`src/rtl/fb_scanout.sv`:
```
module fb_scanout #(
  parameter int H_ACT      = 640,
  parameter int H_FP       = 16,
  parameter int H_SYNC     = 96,
  parameter int H_BP       = 48,
  parameter int V_ACT      = 480,
  parameter int V_FP       = 10,
  parameter int V_SYNC     = 2,
  parameter int V_BP       = 33,
  parameter int PITCH_LOG2 = 10,
  parameter int BASE_KEEP  = 11
) (
  input  logic        clk,
  input  logic        rst_n,
  input  logic        reg_we,
  input  logic        reg_sel,
  input  logic [31:0] reg_wdata,
  output logic [31:0] reg_rdata,
  output logic        mem_rd_en,
  output logic [31:0] mem_rd_addr,
  input  logic [31:0] mem_rd_data,
  output logic        hsync_n,
  output logic        vsync_n,
  output logic        de,
  output logic [7:0]  red,
  output logic [7:0]  green,
  output logic [7:0]  blue
);
  localparam int HT   = H_ACT + H_FP + H_SYNC + H_BP;
  localparam int VT   = V_ACT + V_FP + V_SYNC + V_BP;
  localparam int HW   = $clog2(HT);
  localparam int VW   = $clog2(VT);
  localparam int BLSB = 32 - BASE_KEEP;

  logic [HW-1:0] hcnt;
  logic [VW-1:0] vcnt;
  logic [31:0]   base_reg;
  logic [1:0]    ctrl_reg;
  logic [BASE_KEEP-1:0] base_live;
  logic          rot_live, en_live;

  logic line_end, vblank_go, visible, hs_raw, vs_raw;
  logic [VW-1:0] row;
  logic [HW-1:0] col;

  assign line_end  = hcnt == HW'(HT - 1);
  assign vblank_go = line_end && vcnt == VW'(V_ACT - 1);
  assign visible   = hcnt < HW'(H_ACT) && vcnt < VW'(V_ACT);
  assign hs_raw    = !(hcnt >= HW'(H_ACT + H_FP) && hcnt < HW'(H_ACT + H_FP + H_SYNC));
  assign vs_raw    = !(vcnt >= VW'(V_ACT + V_FP) && vcnt < VW'(V_ACT + V_FP + V_SYNC));

  always_ff @(posedge clk) begin
    if (!rst_n) begin
      hcnt <= '0;
      vcnt <= '0;
    end else if (line_end) begin
      hcnt <= '0;
      vcnt <= (vcnt == VW'(VT - 1)) ? '0 : vcnt + 1'b1;
    end else begin
      hcnt <= hcnt + 1'b1;
    end
  end

  always_ff @(posedge clk) begin
    if (!rst_n) begin
      base_reg <= '0;
      ctrl_reg <= '0;
    end else if (reg_we) begin
      if (reg_sel) ctrl_reg <= reg_wdata[1:0];
      else         base_reg <= reg_wdata;
    end
  end

  assign reg_rdata = reg_sel ? {30'b0, ctrl_reg} : base_reg;

  always_ff @(posedge clk) begin
    if (!rst_n) begin
      base_live <= '0;
      rot_live  <= 1'b0;
      en_live   <= 1'b0;
    end else begin
      if (line_end) en_live <= ctrl_reg[0];
      if (vblank_go) begin
        base_live <= base_reg[31:BLSB];
        rot_live  <= ctrl_reg[1];
      end
    end
  end

  assign row = rot_live ? VW'(V_ACT - 1) - vcnt : vcnt;
  assign col = rot_live ? HW'(H_ACT - 1) - hcnt : hcnt;

  assign mem_rd_en   = visible && en_live;
  assign mem_rd_addr = {base_live, {BLSB{1'b0}}}
                     + (32'(row) << (PITCH_LOG2 + 2))
                     + (32'(col) << 2);

  logic [1:0] de_q, pv_q, hs_q, vs_q;

  always_ff @(posedge clk) begin
    if (!rst_n) begin
      de_q <= '0;
      pv_q <= '0;
      hs_q <= '1;
      vs_q <= '1;
    end else begin
      de_q <= {de_q[0], visible};
      pv_q <= {pv_q[0], mem_rd_en};
      hs_q <= {hs_q[0], hs_raw};
      vs_q <= {vs_q[0], vs_raw};
    end
  end

  assign de      = de_q[1];
  assign hsync_n = hs_q[1];
  assign vsync_n = vs_q[1];
  assign red     = pv_q[1] ? mem_rd_data[23:16] : 8'h00;
  assign green   = pv_q[1] ? mem_rd_data[15:8]  : 8'h00;
  assign blue    = pv_q[1] ? mem_rd_data[7:0]   : 8'h00;
endmodule

```
`config.mk`:
```
export PLATFORM = sky130hd
export DESIGN_NAME = fb_scanout
export DESIGN_NICKNAME = d
export VERILOG_FILES = /design/src/rtl/fb_scanout.sv
export SDC_FILE = /design/constraint.sdc
export NUM_CORES = 1
export LEC_CHECK = 0
export BUFFER_PORTS_ARGS = -buffer_cell sky130_fd_sc_hd__buf_4
export CORE_MARGIN = 2
export CORE_UTILIZATION = 49
export DETAILED_ROUTE_END_ITERATION = 12
export PLACE_DENSITY = 0.81
export SLEW_MARGIN = 20
export SYNTH_ARGS = -nofsm -noshare
export SYNTH_HDL_FRONTEND = slang
export SYNTH_SLANG_ARGS = --single-unit
```
`constraint.sdc`:
```
create_clock -name clk -period 2.3 [get_ports clk]
set_input_delay 0.23 -clock clk [delete_from_list [all_inputs] [get_ports clk]]
set_output_delay 0.23 -clock clk [all_outputs]
set_load 0.01 [all_outputs]
```
==> flow_summary.json <==
{
  "clockBufferDepth": 2,
  "synthArstFlopShare_pct": 0,
  "first_global_vias": 3501,
  "largest_reg_flops": 32,
  "place_ws_ps": 248,
  "stdcell_count": 720,
  "highest-signal-layer": "met4",
  "crit_type": "reg2out",
  "start_util_pct": 50.5,
  "clock_sinks": 75,
  "synth_top_area_cell": "dfxtp_1",
  "cp-end-kind": "output port",
  "yosysMostFrequentCell": "nand2_1",
  "post-place-cells": 704,
  "area_growth_pct": 35.9,
  "avgSynthCellArea_sq_um": 8.15,
  "finalSetupViolCount": 0,
  "grt_pass1_wl_microns": 16200,
  "finalWirelength_microns": 9860,
  "maxCapViolCount": 0,
  "fin_nets": 696,
  "die_h_microns": 93.2,
  "vdd.ir_drop.worst_v": 0.000502,
  "antenna_found_initial": 0,
  "slew_headroom_pct": 65.0,
  "synthTopCellsByArea": "dfxtp_1, nand2_1, a21boi_1, xor2_1, nor2b_1",
  "fmax_mhz": 440,
  "drv_slew": 0,
  "numPortBuffers": 149,
  "power_mw": 2.42,
  "netlist_instances": 479,
  "grt_overflow": 0,
  "placementRows": 32,
  "setup_ws_ps": 25.9,
  "dieArea_sq_um": 8690,
  "netlist_area_sq_um": 3900,
  "pin_count": 160,
  "synth_common_cells": "nand2_1, dfxtp_1, a21boi_1, nor2b_1, and2_1",
  "synth_seq_area_share_pct": 38.5,
  "synth_top_cell_area_share_pct": 38.5,
  "clockRootBuffer": "clkbuf_8",
  "hp-start": "reg_wdata[27]",
  "status": "complete, no violations",
  "finalHoldWorstSlack_ps": 139,
  "cts_made_buffers": 9,
  "timing_hold_violations_final": 0,
  "critical_path.max_fanout": 3,
  "vias": 3683,
  "tightestPinTransition_ps": 525,
  "cp.arrival_ps": 2040,
  "htreeDepth": 3,
  "n_fill_cell": 627,
  "n_antenna_cell": 0,
  "place_congestion": 0.843,
  "wl_met3_microns": 822,
  "cts_tree": "yes",
  "viasPerCell": 5.12,
  "post-route-period-util_pct": 98.9,
  "min_path_type": "in2reg",
  "drive_gt1_share_pct": 30.9,
  "m1WireLength_microns": 3810,
  "clk_latency_ps": 330,
  "ys_types": 38,
  "utilization_pct": 68.6,
  "rsz0062_at_grt": "yes",
  "hpwl_microns": 7360,
  "routedWlPerCell_microns": 13.7,
  "crit_required_ps": 2070,
  "wl_met2_microns": 4940,
  "multi_input_area_sq_um": 2260,
  "ys_warn_count": 0,
  "reg2reg_from": "hcnt[0]",
  "first_iter_violations": 143,
  "cts_hold_buffers": 0,
  "die_x_microns": 93.2,
  "startpoint": "vcnt[5]",
  "startpoint_type": "flop",
  "clk_pin_slew_ps": 70,
  "ant_nets": 0,
  "track_usage_pct": 23.3,
  "period_minus_slack_ps": 2270,
  "first_pass_iters": 4,
  "powerDensity_nw_per_um2": 457,
  "drcViolationCount": 0,
  "core_sq_um": 7730,
  "synth_ff_type": "dfxtp_1",
  "grt_max_degree": 62,
  "seq_area_sq_um": 1510,
  "synth_edf_count": 0,
  "leakage_nw": 2.43,
  "ys_seq_elements": 75,
  "skew_ps": 3.17
}
routing by layer:
metal	vias up	GRT usage [%]
met5	-	0
met4	0	9.19
met3	16	7.98
met2	135	40.3
met1	1688	26.2
li1	1844	-
per-stage QoR:
step / setup TNS, ps / area (sq um)
floorplan: 0 / 3910
CTS: -21.2 / 5250
global route: -810 / 5300
global placement: 0 / 5060
detailed placement: 0 / 5060
finish: 0 / 5300
area by class of cell:
| cell class | instances | area share (%) |
|---|---|---|
| multi-input cells | 358 | 42.6 |
| flip-flops and latches | 75 | 28.4 |
| inverters | 9 | 0.637 |
| repair buffers | 163 | 23.1 |
| clock buffers | 13 | 2.81 |
| well taps | 102 | 2.41 |
layout by cell type, fill, tap and decap left out, drive strengths merged:
master,count
buf,163
nand2,86
dfxtp,75
a21boi,49
nor2b,31
and2,30
nand3,27
xor2,23
o21ai,22
nor2,13
clkbuf,13
ha,12
xnor2,11
inv,9
nand4,9
a21oi,7
and3,6
nand2b,5
or3,5
nor3,4
mux2,3
and4,2
o31ai,2
or4,2
conb,2
o211ai,1
and2b,1
and4bb,1
nor4b,1
nor3b,1
and4b,1
or4b,1
worst max-delay path, cell delays in order, from the launching register on:
cell and delay (ps):
dfxtp_2 360, ha_4 140, nand4_1 90, xnor2_1 180, ha_2 260, ha_2 200
nand2_1 60, nor3_2 120, xor2_1 160, buf_4 140
kinds of logic after synthesis:
| logic type | Yosys count | synth area share (%) |
|---|---|---|
| flip-flops | 75 | 38.5 |
| multiplexers | 3 | 0.866 |
| other | 1 | 0.0961 |
| AO/OA/AOI/OAI | 81 | 13.7 |
| buffers and inverters | 47 | 5.32 |
| AND/OR/NAND/NOR | 226 | 30.0 |
| adder cells (fa/ha/maj) | 12 | 3.85 |
| XOR/XNOR | 34 | 7.63 |
report_power, final:
group	total (mW)	internal, mW	switching [mW]
combinational	0.251	0.140	0.111
sequential	1.35	1.33	0.0215
clock	0.818	0.405	0.413
total	2.42	1.88	0.546
repair_timing:
action	in CTS	in global routing
pin swaps	4	6
setup buffers	1	2
endpoints found under the setup margin	3	7
resized for setup	10	6
final timing paths:
| path | endpoint | depth (start not counted) | slack (ps) |
|---|---|---|---|
| worst min register to register | vs_q[1] | 1 | 410 |
| worst max-delay path | mem_rd_addr[31] | 9 | 30 |
| worst max register to register | vcnt[3] | 6 | 380 |
| worst min-delay path | base_reg[27] | 3 | 140 |
Power figures use the tool's default switching activity.
